`config.mk`:
```
export PLATFORM = sky130hd
export DESIGN_NAME = xb_outer_combiner
export DESIGN_NICKNAME = d
export VERILOG_FILES = /design/src/rtl/xbank_pkg.sv /design/src/rtl/xb_cfg_regs.sv /design/src/rtl/xb_span_merge.sv /design/src/rtl/xb_reg_lines.sv /design/src/rtl/xb_outer_combiner.sv
export SDC_FILE = /design/constraint.sdc
export NUM_CORES = 1
export LEC_CHECK = 0
export BUFFER_PORTS_ARGS = -buffer_cell sky130_fd_sc_hd__buf_2
export CORE_ASPECT_RATIO = 1.5
export CORE_MARGIN = 1
export CORE_UTILIZATION = 40
export DETAILED_ROUTE_END_ITERATION = 7
export GPL_TIMING_DRIVEN = 0
export PLACE_DENSITY = 0.84
export SYNTH_ARGS = -nofsm -noshare
export SYNTH_HDL_FRONTEND = slang
export SYNTH_HIERARCHICAL = 1
export SYNTH_SLANG_ARGS = --single-unit
```
`constraint.sdc`:
```
create_clock -name clk -period 5.25 [get_ports clk]
set_input_delay 0.525 -clock clk [delete_from_list [all_inputs] [get_ports clk]]
set_output_delay 0.525 -clock clk [all_outputs]
set_load 0.03 [all_outputs]
```
`src/rtl/xbank_pkg.sv`:
```
package xbank_pkg;

   localparam logic [15:0] DEC_MASK   = 16'hF003;
   localparam logic [15:0] SLOT_CHR   = 16'h5000;
   localparam logic [15:0] SLOT_PRG   = 16'h5001;
   localparam logic [15:0] SLOT_MODE  = 16'h5002;
   localparam logic [15:0] SLOT_MIRR  = 16'h4025;
   localparam int          BASE_FIELD = 6;

   typedef enum logic [1:0] {
      KIND_SCAN_A = 2'd0,
      KIND_SCAN_B = 2'd1,
      KIND_SERIAL = 2'd2,
      KIND_DUAL   = 2'd3
   } kind_e;

   typedef struct packed {
      logic [BASE_FIELD-1:0] chr_base;
      kind_e                 kind;
      logic [BASE_FIELD-1:0] prg_base;
      logic [2:0]            chr_size;
      logic [1:0]            prg_size;
      logic                  fixed_win;
      logic                  chr_ram;
      logic                  mir_h;
   } cfg_t;

   // span in address bits for the PRG side
   function automatic logic [4:0] prg_span_bits(input logic [1:0] sz, input logic fixed_win);
      if (sz[1])          return 5'd13;
      else if (fixed_win) return sz[0] ? 5'd14 : 5'd15;
      else                return sz[0] ? 5'd17 : 5'd18;
   endfunction

   // span in address bits for the CHR side
   function automatic logic [4:0] chr_span_bits(input logic [2:0] sz);
      if (sz[2])      return 5'd13;
      else if (sz[1]) return 5'd17;
      else if (sz[0]) return 5'd15;
      else            return 5'd18;
   endfunction

endpackage

```
`src/rtl/xb_cfg_regs.sv`:
```
module xb_cfg_regs
   import xbank_pkg::*;
(
   input  logic        clk,
   input  logic        rst,
   input  logic        cpu_we,
   input  logic [15:0] cpu_addr,
   input  logic [7:0]  cpu_wdata,
   output cfg_t        cfg
);

   logic [15:0] masked;
   logic        hit_chr, hit_prg, hit_mode, hit_mirr;

   assign masked   = cpu_addr & DEC_MASK;
   assign hit_chr  = cpu_we && (masked == SLOT_CHR);
   assign hit_prg  = cpu_we && (masked == SLOT_PRG);
   assign hit_mode = cpu_we && (masked == SLOT_MODE);
   assign hit_mirr = cpu_we && (cpu_addr == SLOT_MIRR);

   logic [7:0]            r_chr;
   logic [BASE_FIELD-1:0] r_prg;
   logic [6:2]            r_mode_hi;
   logic                  r_ram;
   logic                  r_mir;

   always_ff @(posedge clk) begin
      if (rst) begin
         r_chr     <= '0;
         r_prg     <= '0;
         r_mode_hi <= '0;
         r_ram     <= 1'b0;
         r_mir     <= 1'b0;
      end else begin
         if (hit_chr)  r_chr <= cpu_wdata;
         if (hit_prg)  r_prg <= cpu_wdata[7:2];
         if (hit_mode) begin
            r_mode_hi <= cpu_wdata[6:2];
            r_ram     <= cpu_wdata[0];
         end
         if (hit_mirr) r_mir <= cpu_wdata[3];
      end
   end

   always_comb begin
      cfg.chr_base  = r_chr[7:2];
      cfg.kind      = kind_e'(r_chr[1:0]);
      cfg.prg_base  = r_prg;
      cfg.chr_size  = r_mode_hi[6:4];
      cfg.prg_size  = r_mode_hi[3:2];
      cfg.fixed_win = r_mode_hi[4];
      cfg.chr_ram   = r_ram;
      cfg.mir_h     = r_mir;
   end

endmodule

```
`src/rtl/xb_span_merge.sv`:
```
module xb_span_merge #(
   parameter int W = 20
) (
   input  logic [W-1:0] outer,
   input  logic [W-1:0] inner,
   input  logic [4:0]   span_bits,
   output logic [W-1:0] merged
);

   if (W < 1 || W > 63) begin : g_bad_width
      $error("xb_span_merge: W out of range");
   end

   for (genvar i = 0; i < W; i++) begin : g_bit
      localparam logic [5:0] IDX = 6'(i);
      assign merged[i] = (IDX < {1'b0, span_bits}) ? inner[i] : outer[i];
   end

endmodule

```
`src/rtl/xb_reg_lines.sv`:
```
module xb_reg_lines
   import xbank_pkg::*;
(
   input  kind_e       kind,
   input  logic [11:0] cpu_addr,
   output logic [1:0]  core_addr
);

   logic unused_mid;
   assign unused_mid = ^{cpu_addr[10:4]};

   always_comb begin
      if (kind == KIND_DUAL) begin
         if (cpu_addr[11]) core_addr = {cpu_addr[2], cpu_addr[3]};
         else              core_addr = {cpu_addr[3], cpu_addr[2]};
      end else begin
         core_addr = cpu_addr[1:0];
      end
   end

endmodule

```
`src/rtl/xb_outer_combiner.sv`:
```
module xb_outer_combiner
   import xbank_pkg::*;
#(
   parameter int PRG_UNIT_W = 14,
   parameter int CHR_UNIT_W = 13,
   parameter int BASE_W     = 6,
   parameter int PRG_AW     = PRG_UNIT_W + BASE_W,
   parameter int CHR_AW     = CHR_UNIT_W + BASE_W
) (
   input  logic              clk,
   input  logic              rst,
   input  logic [15:0]       cpu_addr,
   input  logic [7:0]        cpu_wdata,
   input  logic              cpu_we,
   input  logic [PRG_AW-1:0] inner_prg,
   input  logic [CHR_AW-1:0] inner_chr,
   input  logic              inner_mirror_h,
   output logic [PRG_AW-1:0] prg_addr,
   output logic              prg_in_chr,
   output logic [CHR_AW-1:0] chr_addr,
   output logic              chr_ram_en,
   output logic              mirror_h,
   output logic [1:0]        inner_kind,
   output logic [1:0]        core_addr
);

   localparam int PW      = PRG_AW + 1;
   localparam int WIN_W   = 15;
   localparam int WIN_PAD = PW - WIN_W;

   if (BASE_W != BASE_FIELD) begin : g_bad_base
      $error("xb_outer_combiner: base field is fixed by the register layout");
   end
   if (PRG_AW != PRG_UNIT_W + BASE_W || CHR_AW != CHR_UNIT_W + BASE_W) begin : g_bad_aw
      $error("xb_outer_combiner: address widths must equal unit plus base");
   end
   if (PRG_AW < 18 || CHR_AW < 18) begin : g_bad_span
      $error("xb_outer_combiner: widths must cover a 256 KiB span");
   end

   cfg_t cfg;
   logic fixed_win;

   xb_cfg_regs u_regs (
      .clk       (clk),
      .rst       (rst),
      .cpu_we    (cpu_we),
      .cpu_addr  (cpu_addr),
      .cpu_wdata (cpu_wdata),
      .cfg       (cfg)
   );

   assign fixed_win = cfg.fixed_win;

   // PRG side: outer base scaled by 16 KiB, or 32 KiB in the doubled space
   logic [PW-1:0] prg_outer, prg_inner, prg_full;
   logic [4:0]    prg_span;

   always_comb begin
      if (cfg.chr_ram) prg_outer = {cfg.prg_base, {(PRG_UNIT_W+1){1'b0}}};
      else             prg_outer = {1'b0, cfg.prg_base, {PRG_UNIT_W{1'b0}}};
      if (fixed_win)   prg_inner = {{WIN_PAD{1'b0}}, cpu_addr[WIN_W-1:0]};
      else             prg_inner = {1'b0, inner_prg};
      prg_span = prg_span_bits(cfg.prg_size, fixed_win);
   end

   xb_span_merge #(.W(PW)) u_prg_merge (
      .outer     (prg_outer),
      .inner     (prg_inner),
      .span_bits (prg_span),
      .merged    (prg_full)
   );

   assign prg_addr   = prg_full[PRG_AW-1:0];
   assign prg_in_chr = prg_full[PRG_AW];

   // CHR side: outer base scaled by 8 KiB
   logic [CHR_AW-1:0] chr_outer;
   logic [4:0]        chr_span;

   assign chr_outer = {cfg.chr_base, {CHR_UNIT_W{1'b0}}};
   assign chr_span  = chr_span_bits(cfg.chr_size);

   xb_span_merge #(.W(CHR_AW)) u_chr_merge (
      .outer     (chr_outer),
      .inner     (inner_chr),
      .span_bits (chr_span),
      .merged    (chr_addr)
   );

   assign chr_ram_en = cfg.chr_ram;
   assign mirror_h   = fixed_win ? cfg.mir_h : inner_mirror_h;
   assign inner_kind = cfg.kind;

   xb_reg_lines u_lines (
      .kind      (cfg.kind),
      .cpu_addr  (cpu_addr[11:0]),
      .core_addr (core_addr)
   );

endmodule

```
* Yosys cells after proc, flatten, opt, wreduce, memory -nomap -nowiden *
Index checks and enable logic that the tools add are counted.

storage, ports and cells
  word-level logic and storage cells = 106
  input bits = 67
  output and inout port bits = 46
  register bits = 21

cells by class
  eq/ne operators = 5
  reductions and logical operators = 4
  mux-type cells = 52
  magnitude comparators = 40

operator list
  operator                                                count
  < comparator 4 x 5 -> 1 bit (first input constant)      16
  2-to-1 mux 1 bit                                        42
  < comparator 3 x 5 -> 1 bit (first input constant)      8
  < comparator 5 bit (first input constant)               8
  2-to-1 mux 5 bit                                        5
  2-to-1 mux 21 bit                                       1
  < comparator 1 x 5 -> 1 bit (first input constant)      4
  < comparator 2 x 5 -> 1 bit (first input constant)      4
  2-to-1 mux 20 bit                                       1
  equality test 6 x 5 -> 1 bit (second input constant)    3
  equality test 16 x 15 -> 1 bit (second input constant)  1
  2-to-1 mux 2 bit                                        3
  logical AND 1 bit                                       4
  equality test 2 bit (second input constant)             1

* Depth between registers and ports, before layout *
Gate-level depths: netlist of the first run.

  depth in word-level cells = 5
  depth in mapped cells = 8

* Cells and area by module *
Netlist of the first run, hierarchy kept.

modules (own cells, without submodules)
  module                        instances  cells each  area each (µm²)  sequential area each (µm²)
  xb_cfg_regs                   1          79          844.6            420.4
  xb_span_merge at u_prg_merge  1          54          437.9            0.0
  xb_outer_combiner             1          43          374.1            0.0
  xb_span_merge at u_chr_merge  1          45          369.1            0.0
  xb_reg_lines                  1          6           42.5             0.0

* Worst setup path after synthesis of the first run *
OpenSTA, ideal clock, no wires.

  path kind = reg2out
  start = register u_regs/r_mode_hi[4] (netlist bit)
  end = output port prg_addr[12]
  stages on the path, launching flop included = 8
  buffers on the path = 1
  setup slack = 2809 ps
  data required time = 4725 ps
  data arrival time = 1916 ps
  path through = dfxtp_1 -> buf_6 -> inv_1 -> ha_1 -> nand2b_1 -> or2_4 -> a31oi_1 -> mux2_1

on the way
  longest elaborated chain between the ends = 4
  elaborated cells on any way between the ends = 5

RTL lines
  item                         line                     text
  start, declared              xb_cfg_regs.sv:23        logic [6:2] r_mode_hi;
  start signal, assigned       xb_cfg_regs.sv:38        r_mode_hi <= cpu_wdata[6:2];
  2-to-1 mux 5 bit             xbank_pkg.sv:31          else if (fixed_win) return sz[0] ? 5'd14 : 5'd15;
  2-to-1 mux 5 bit             xbank_pkg.sv:30          if (sz[1]) return 5'd13;
  net prg_span[0]              xb_outer_combiner.sv:57  logic [4:0] prg_span;
  < comparator 4 x 5 -> 1 bit  xb_span_merge.sv:16      assign merged[i] = (IDX < {1'b0, span_bits}) ? inner[i] : outer[i];
  2-to-1 mux 1 bit             xb_span_merge.sv:16
  end, declared                xb_outer_combiner.sv:18  output logic [PRG_AW-1:0] prg_addr,

The timed path passes the listed nets, and every way through them passes these cells.

* Final worst setup path of the first run *
  start = register u_regs/r_mode_hi[4] (netlist bit)
  end = output port prg_addr[1]

on the way
  longest elaborated chain between the ends = 4
  elaborated cells on any way between the ends = 5

RTL lines
  item                         line
  2-to-1 mux 5 bit             xbank_pkg.sv:31
  2-to-1 mux 5 bit             xbank_pkg.sv:30
  net prg_span[2]              xb_outer_combiner.sv:57
  < comparator 1 x 5 -> 1 bit  xb_span_merge.sv:16
  2-to-1 mux 1 bit             xb_span_merge.sv:16

The timed path passes the listed nets, and every way through them passes these cells.

==> flow_summary.toml, run 1 <==
[clocking]
path_clk_slew_ps = 70
cts_buffers = 3
hold_buffers = 0
post_cts_buffers = 0
clock-sinks = 21
cts_tree = "done"
clockBufferDepth = 2
cts_max_level = 1
cts-resized-gates = 0
cts_root_buffer = "clkbuf_8"
clkLatencyLatePin_ps = 250

[grt]
grt_use_met2_pct = 38.92
grt_util_met3_pct = 1.151
top_usage_layer = "met2"
antenna_found_initial = 0
grt-ovfl-total = 0
grt_util_all_layers_pct = 19.57
grt_pass1_wl_um = 8521
grtUsageMet1_pct = 19.73
grt_pass1_vias = 2008
grt_max_degree = 12

[final_layout]
multiInputGateArea_um2 = 1613
final_common_cell = "buf_2"
syn_to_final_growth_pct = 38.17
n_fill_cell = 467
antennaDiodeCount = 0
mostFrequentLayoutCells = "119 x buf_2, 56 x mux2_2, 31 x nor2_1, 28 x conb_1, 23 x mux2i_1"
drive_gt1_share_pct = 52.70
seq_area_um2 = 420.4
final_nets = 439
instances_no_fill = 436
fin_area_um2 = 2858

[die]
die_w_um = 60.71
io_pins = 113
die_area_um2 = 5468
die_h_um = 90.07
core_um2 = 4887
rows = 31
start_util_pct = 42.32

[placed_design]
port_buffers = 112
dpl.cell_count = 432
routabilityCongestion = 0.8029
placed_area_um2 = 2813
dpl.hpwl_um = 4506

[yosys]
synth_edf_count = 0
syn_inst = 227
syn_avg_cell_area_um2 = 9.111
synth_warnings = 6
seq_area_frac_synth_pct = 20.33
ys.flop_type = "dfxtp_1"
ys_ff_latch = 21
synthArstFlopShare_pct = 0
synth_area_um2 = 2068
ys_types = 39

[worst_setup_path]
r2r-start = "u_regs/r_mode_hi[4]"
worstPathRequired_ps = 4720
crit_path_end_kind = "primary output"
path_max_fanout = 10
start_kind = "register"
crit_type = "register to primary output"
cp.arrival_ps = 2550
startpoint = "u_regs/r_mode_hi[4]"

[min_path]
hold_start = "u_regs/r_mir"
hp-class = "register to register"

[sta]
finalSetupTns_ps = 0
max_freq_ghz = 0.3257
hold_viol_final = 0
finClkSkew_ps = 0
rsz0062_at_grt = "false"
fin_crit_sh_pct = 58.48
finalSetupViolations = 0
hold_slack_ps = 476.3
min_period_ps = 3070
maxSlewViolCount = 0

[detailed_routing]
ant_nets = 0
drc = 0
via_per_inst = 4.911
routed_wl_um = 5376
vias = 2141
drt_iter0_markers = 48
routedWlPerCell_um = 12.33
first_pass_iters = 4

[pwr]
clock_power_share_pct = 26.4
p_seq_share_pct = 41.7
power_frac_comb_pct = 31.9
power_density_nw_per_um2 = 134.4
ir_drop_uv = 77.17
leakage_nw = 1.455
total_power_w = 0.0003842
p_switching_w = 0.0001176
p_int_w = 0.0002666
p_sw_share_pct = 30.61

[flow_run]
cap_viol_max_count = 0

[status]
status = "complete, no violations"
## through the flow
| step | setup WS (ps) | utilization (%) |
|---|---|---|
| finish | 2180 | 58.47 |
| global route | 2042 | 58.47 |
| CTS | 2190 | 58.47 |
| detailed placement | 2471 | 57.55 |
| global placement | 2512 | 57.55 |
| floorplan | 2809 | - |
## area by class of cell
class	count	area share, %
tap	66	2.890
multi-input combinational	212	56.44
inverter	3	0.3940
sequential	21	14.71
timing repair buffer	112	19.61
clock buffer	4	1.576
buffer	18	4.378
## power groups by stage
stage	sequential [W]	combinational, W	clock [W]
4_1_cts	0.000160	0.000123	0.000104
2_1_floorplan	0.000164	0.0000751	0
3_3_place_gp	0.000164	0.000121	0
6_report	0.000160	0.000123	0.000101
5_1_grt	0.000160	0.000133	0.000111
3_5_place_dp	0.000164	0.000122	0
## path summary, 6_finish.rpt
path / end / slack (ps) / cells after the start
hold / removal: u_regs/r_mir / 480 / 2
setup / recovery: prg_addr[1] / 2180 / 8
hold reg to reg: u_regs/r_mir / 480 / 2
setup reg to reg: u_regs/r_mode_hi[4] / 4390 / 2
## cell usage after synthesis (2+ instances only)
master	instances	area [µm²]
buf_6	4	45.04
mux2_1	5	56.30
a21oi_1	12	60.06
nor2_1	31	116.4
dfxtp_1	21	420.4
nor4_1	2	12.51
mux2_2	56	630.6
mux2i_1	23	230.2
o21ai_0	4	20.02
clkbuf_1	2	7.510
nor2b_1	7	43.79
a31oi_1	8	50.05
nand2b_1	3	18.77
buf_4	5	37.54
inv_1	3	11.26
a41oi_1	2	17.52
a21o_1	3	22.52
buf_2	7	35.03
or2_1	6	37.54
nand2_1	4	15.01
## worst max-delay path: stages, from the launching register on
cell	delay [ps]
dfxtp_1	540
buf_6	200
or2_1	270
inv_1	170
or2_1	250
buf_2	150
nor2_1	180
mux2_2	360
buf_2	180
## registers in the layout, summed over array words and instances, names as in the netlist
register / count
u_regs/r_mode_hi: 5
u_regs/r_prg: 6
u_regs/r_chr: 8
u_regs/r_mir: 1
u_regs/r_ram: 1
## metal layers
metal	wire, µm	up-vias
met5	0	-
met4	113	0
met3	351	6
met2	2865	95
met1	2046	962
li1	-	1078
## logic make-up after synthesis
logic type | after synthesis | share of synthesized area [%]
flops | 21 | 20.33
mux | 84 | 44.34
compound gates | 35 | 11.13
fa+ha+maj | 1 | 0.6049
buf+inv | 21 | 6.594
simple gates | 64 | 16.82
other cells | 1 | 0.1813
Note: power is estimated with default switching activity, not from simulation.
==> run 2, diff against run 1 <==
--- a/config.mk
+++ b/config.mk
@@ -5,13 +5,14 @@
 export SDC_FILE = /design/constraint.sdc
 export NUM_CORES = 1
 export LEC_CHECK = 0
+export ABC_AREA = 1
 export BUFFER_PORTS_ARGS = -buffer_cell sky130_fd_sc_hd__buf_2
 export CORE_ASPECT_RATIO = 1.5
 export CORE_MARGIN = 1
 export CORE_UTILIZATION = 40
 export DETAILED_ROUTE_END_ITERATION = 7
 export GPL_TIMING_DRIVEN = 0
-export PLACE_DENSITY = 0.84
+export PLACE_DENSITY = 0.82
 export SYNTH_ARGS = -nofsm -noshare
 export SYNTH_HDL_FRONTEND = slang
 export SYNTH_HIERARCHICAL = 1
==> constraint.sdc (replaced) <==
create_clock -name clk -period 3.2 [get_ports clk]
set_input_delay 0.32 -clock clk [delete_from_list [all_inputs] [get_ports clk]]
set_output_delay 0.32 -clock clk [all_outputs]
set_load 0.03 [all_outputs]
==> run 2 against run 1 <==
Against the previous run: clock skew did not move; routed wire length up 26%; hold slack worse by 170 ps; utilization shrank 2.2 points; critical path type unchanged; critical endpoint is now prg_addr[6].
==> flow_summary.toml, run 2 <==
[yosys]
synth_top_area_share_pct = 33.04
ys_top_cells_by_area = "nand2_1 33%, dfxtp_1 18%, nand3_1 9.8%"
synth_area_um2 = 2295
seq_area_frac_synth_pct = 18.32
syn_inst = 440
synth_warnings = 6
yosysMostFrequentCell = "nand2_1"
ys.flop_type = "dfxtp_1"
synthArstFlopShare_pct = 0
synth_edf_count = 0
synth_common_cells = "202 x nand2_1, 53 x inv_1, 45 x nand3_1"
syn_avg_cell_area_um2 = 5.215
ys_types = 27
ys_ff_latch = 21
synth_top_cell_by_area = "nand2_1"

[sta]
finalSetupViolations = 0
fin_crit_sh_pct = 84.62
tightest_slew_ps = 733.4
worst_slack_ps = 492.2
max_freq_ghz = 0.3693
finClkSkew_ps = 0
slew-limit-headroom_pct = 51.00
finalSetupTns_ps = 0
rsz0062_at_grt = "false"
maxSlewViolCount = 0
min_period_ps = 2708
hold_viol_final = 0

[detailed_routing]
via_per_inst = 4.669
routed_wl_um = 6762
first_pass_iters = 5
routedWlPerCell_um = 10.36
drc = 0
ant_nets = 0
drt_iter0_markers = 144
vias = 3049

[worst_setup_path]
r2r_slack_ps = 2460
worstPathRequired_ps = 2880
start_kind = "register"
cp.arrival_ps = 2390
path_max_fanout = 10
crit_path_end_kind = "primary output"
crit_type = "register to primary output"

[flow_run]
cap_viol_max_count = 0

[die]
core_um2 = 5492
die_w_um = 63.84
die_area_um2 = 6050
rows = 33
start_util_pct = 41.79
io_pins = 113
die_h_um = 94.77

[final_layout]
multiInputGateArea_um2 = 1672
drive_gt1_share_pct = 26.07
mostFrequentLayoutCells = "202 x nand2_1, 115 x buf_2, 53 x inv_1, 45 x nand3_1, 31 x nor2_1"
syn_to_final_growth_pct = 34.68
seq_area_um2 = 420.4
n_fill_cell = 556
final_nets = 652
top_register = "u_regs/r_chr"
fin_area_um2 = 3090
utilization_pct = 56.28
top_regs = "u_regs/r_chr x8, u_regs/r_prg x6, u_regs/r_mode_hi x5"
antennaDiodeCount = 0
largest_reg_flops = 8
final_common_cell = "nand2_1"

[min_path]
hp-class = "input pin to register"

[clocking]
cts_root_buffer = "clkbuf_8"
hold_buffers = 0
cts_tree = "done"
clockBufferDepth = 2
cts_max_level = 1
cts_buffers = 3
clock-sinks = 21
cts-resized-gates = 0
path_clk_slew_ps = 80
post_cts_buffers = 0
clkLatencyLatePin_ps = 260

[pwr]
leakage_nw = 1.778
ir_drop_uv = 326.0
power_density_nw_per_um2 = 212.7

[grt]
grt_pass1_wl_um = 11140
grt_util_all_layers_pct = 22.87
antenna_found_initial = 0
grt_max_degree = 13
grt_pass1_vias = 2645
grt-ovfl-total = 0

[placed_design]
dpl.hpwl_um = 5603
port_buffers = 112
placed_area_um2 = 3044
place_ws_ps = 773.7
routabilityCongestion = 0.9085

[status]
status = "complete, no violations"
## run 2: cell count changes in the layout (fill, tap and decap cells not counted), sizes merged, moves of 8 or more
cell	change
a31oi	-8
mux2	-61
inv	+53
o21ai	+22
nor2	+9
nand2	+205
mux2i	-23
nand3	+45
## run 2: cells by family after synthesis
| kind of cell | count (synthesis) | share of synthesized area [%] |
|---|---|---|
| adders and majority gates | 1 | 0.5452 |
| AOI/OAI and AO/OA | 48 | 11.23 |
| other | 1 | 0.1634 |
| and+or+nand+nor | 301 | 56.49 |
| buffers and inverters | 68 | 13.25 |
| DFF | 21 | 18.32 |
## run 2: power by group
group	internal [W]	switching, W	leakage [nW]
clock network	0.0000868	0.0000849	0.0255
registers	0.000262	0.000000969	0.169
logic	0.0000768	0.000146	1.58
total	0.000426	0.000231	1.78
## run 2: critical path, stage by stage, from the launching register on
cell and delay [ps]:
dfxtp_1 460, inv_2 120, buf_4 190, ha_1 290
nand2_1 160, nand2_1 160, o21ai_0 360, nand2_1 80
o21ai_0 80, buf_2 220
## run 2: final timing paths
check                      startpoint                   to  depth (start not counted)
setup reg to reg  u_regs/r_mode_hi[4]  u_regs/r_mode_hi[4]                          2
hold / removal                    rst  u_regs/r_mode_hi[6]                          2
hold reg to reg       u_regs/r_chr[3]      u_regs/r_chr[3]                          2
setup / recovery  u_regs/r_mode_hi[4]          prg_addr[6]                          9
## run 2: area by class of cell
class | count | share of cell area, %
Clock buffer | 3 | 1.336
Timing Repair Buffer | 112 | 18.14
Inverter | 56 | 6.802
Clock inverter | 1 | 0.1619
Sequential cell | 21 | 13.60
Multi-Input combinational cell | 378 | 54.09
Tap cell | 70 | 2.834
Buffer | 12 | 3.036
## run 2: per-layer routing
layer | vias up | track usage (%) | part of all wire, % | routed length (µm)
met5 | - | 0 | 0 | 0
met4 | 0 | 9.470 | 2.5 | 171
met3 | 16 | 1.812 | 5.8 | 394
met2 | 108 | 41.76 | 50 | 3401
met1 | 1303 | 27.07 | 41 | 2796
li1 | 1622 | - | - | -
## run 2: stage by stage
stage | total power (W) | hold WS, ps | instances
floorplan | 0.0004009 | 389.1 | 467
global placement | 0.0004888 | 453.7 | 649
detailed placement | 0.0004905 | 456.5 | 649
CTS | 0.0006627 | 291.6 | 653
global route | 0.0006953 | 300.2 | 653
finish | 0.0006574 | 305.9 | 653
==> run 3, diff against run 2 <==
==> constraint.sdc (replaced) <==
create_clock -name clk -period 2.6 [get_ports clk]
set_input_delay 0.26 -clock clk [delete_from_list [all_inputs] [get_ports clk]]
set_output_delay 0.26 -clock clk [all_outputs]
set_load 0.03 [all_outputs]
==> run 3 against run 2 <==
Against the previous run: combinational power increased by 23%; total power rose by 23%; utilization rose by 0.25 points; die area is the same; hold slack worse by 60 ps; routed wire length decreased by 0.18%; sequential power rose by 23%; first-iteration DRC count increased by 11%; worst setup slack got worse by 310 ps; largest cell class unchanged; largest power group unchanged.
==> flow_summary.toml, run 3 (synthesis results as in run 2) <==
[status]
status = "complete, no violations"

[grt]
grt_pass1_vias = 2648
grt_pass1_wl_um = 11160
grt_util_all_layers_pct = 22.90
antenna_found_initial = 0
grt-ovfl-total = 0
grt_max_degree = 13

[final_layout]
instances_no_fill = 653
n_fill_cell = 555
final_common_cell = "nand2_1"
top_register = "u_regs/r_chr"
largest_reg_flops = 8
mostFrequentLayoutCells = "202 x nand2_1, 115 x buf_2, 53 x inv_1, 45 x nand3_1, 29 x nor2_1"
fin_area_um2 = 3104
drive_gt1_share_pct = 26.93
final_nets = 652
antennaDiodeCount = 0
top_regs = "u_regs/r_chr x8, u_regs/r_prg x6, u_regs/r_mode_hi x5"
syn_to_final_growth_pct = 35.28

[worst_setup_path]
cp_num_buf_inv = 3
path_max_fanout = 10
crit_path_end_kind = "primary output"
startpoint = "u_regs/r_mode_hi[4]"
crit_path_max_incr_delay_ps = 410
r2r_slack_ps = 1860
cp.arrival_ps = 2160
r2r_end = "u_regs/r_mode_hi[3]"
worstRegToRegCells = 2
worstPathRequired_ps = 2340
crit_type = "register to primary output"
critPathSlowestCell = "dfxtp_2"
start_kind = "register"
critPathTopFamily = "buffers and inverters"
r2r-start = "u_regs/r_mode_hi[3]"
cpMostUsedCell = "nand2_1"
crit_chain = "inv_2, buf_4, ha_1, nand2_1, nand2_1, a21oi_1, nand2_1, o21ai_0, buf_2"

[clocking]
cts_max_level = 1
clock-sinks = 21
hold_buffers = 0
cts_tree = "done"
path_clk_slew_ps = 70
clockBufferDepth = 2
cts_buffers = 3
clkLatencyLatePin_ps = 260
cts_root_buffer = "clkbuf_8"

[placed_design]
dpl.cell_count = 649
placed_area_um2 = 3044
port_buffers = 112
routabilityCongestion = 0.9085
dpl.hpwl_um = 5603

[die]
core_um2 = 5492
rows = 33
die_area_um2 = 6050
io_pins = 113
die_h_um = 94.77
die_w_um = 63.84
start_util_pct = 41.79

[pwr]
leakage_nw = 1.788
ir_drop_uv = 399.7
p_seq_share_pct = 40.1
p_sw_share_pct = 35.13
power_density_nw_per_um2 = 260.4
p_switching_w = 0.0002840
p_int_w = 0.0005244
power_frac_comb_pct = 33.9
clock_power_share_pct = 26.0

[sta]
fin_crit_sh_pct = 93.03
maxSlewViolCount = 0
max_freq_ghz = 0.4135
hold_viol_final = 0
finalSetupViolations = 0
rsz0062_at_grt = "false"
finClkSkew_ps = 0
min_period_ps = 2419
finalSetupTns_ps = 0
hold_slack_ps = 245.9

[detailed_routing]
routed_wl_um = 6750
routedWlPerCell_um = 10.34
first_pass_iters = 5
via_per_inst = 4.639
drc = 0
ant_nets = 0
vias = 3029
drt_iter0_markers = 160

[min_path]
min_to = "u_regs/r_mode_hi[6]"
hp-class = "input pin to register"
hold_start = "rst"
hold_path_depth = 2

[flow_run]
cap_viol_max_count = 0
run 3: cell types whose count changed in the layout (fill, tap and decap cells not counted):
cell and delta:
o21ai_2 +1, dfxtp_1 -1, o21ai_1 +1, nor2_1 -2
o21bai_1 -1, o21ai_0 -2, o21bai_2 +1, nor2_2 +2
dfxtp_2 +1
run 3: power by group through the flow:
| stage | Sequential (W) | Combinational (W) | Clock, W |
|---|---|---|---|
| after global placement | 0.000332 | 0.000270 | 0 |
| after detailed placement | 0.000332 | 0.000272 | 0 |
| after floorplan | 0.000332 | 0.000162 | 0 |
| final | 0.000324 | 0.000274 | 0.000210 |
| after global routing | 0.000324 | 0.000303 | 0.000229 |
| after CTS | 0.000324 | 0.000273 | 0.000218 |
run 3: worst register-to-register path, cell delays in order (launching register included):
cell and delay, ps:
dfxtp_1 420, nand2_1 100, a21oi_1 150
run 3: worst max path at each step:
stage	endpoint	slack (ps)	cells past startpoint
floorplan	prg_addr[17]	280	5
global placement	prg_addr[6]	260	9
detailed placement	prg_addr[6]	230	9
CTS	prg_addr[6]	40	9
global route	prg_addr[18]	10	9
finish	prg_addr[18]	180	9
run 3: layout make-up:
cell class / count / area, µm² / area share (%)
inverter: 56 / 210.2 / 6.771
sequential: 21 / 421.7 / 13.58
tap: 70 / 87.58 / 2.821
multi-input combinational: 378 / 1684 / 54.25
clock buffer: 3 / 41.29 / 1.330
clock inverter: 1 / 5.005 / 0.1612
buffer: 12 / 93.84 / 3.023
timing repair buffer: 112 / 560.5 / 18.06
run 3: routing by layer:
| metal | up-vias | track usage (%) | share of wire [%] |
|---|---|---|---|
| met4 | 0 | 9.470 | 2.5 |
| li1 | 1623 | - | - |
| met1 | 1290 | 27.29 | 42 |
| met3 | 16 | 1.812 | 5.4 |
| met5 | - | 0 | 0 |
| met2 | 100 | 41.58 | 50 |
run 3: metrics by stage:
step	total power, W	worst slack [ps]	util, %
after detailed placement	0.0006037	233.7	55.43
after global placement	0.0006016	261.1	55.43
after CTS	0.0008157	40.70	56.35
after global routing	0.0008561	11.20	56.53
final	0.0008084	181.3	56.53
after floorplan	0.0004935	282.7	-
run 3: what timing repair did:
action / in CTS / in global routing
setup buffers: 0 / 0
endpoints found under the setup margin: 3 / 14
pin swaps: 0 / 0
resized for setup: 3 / 4
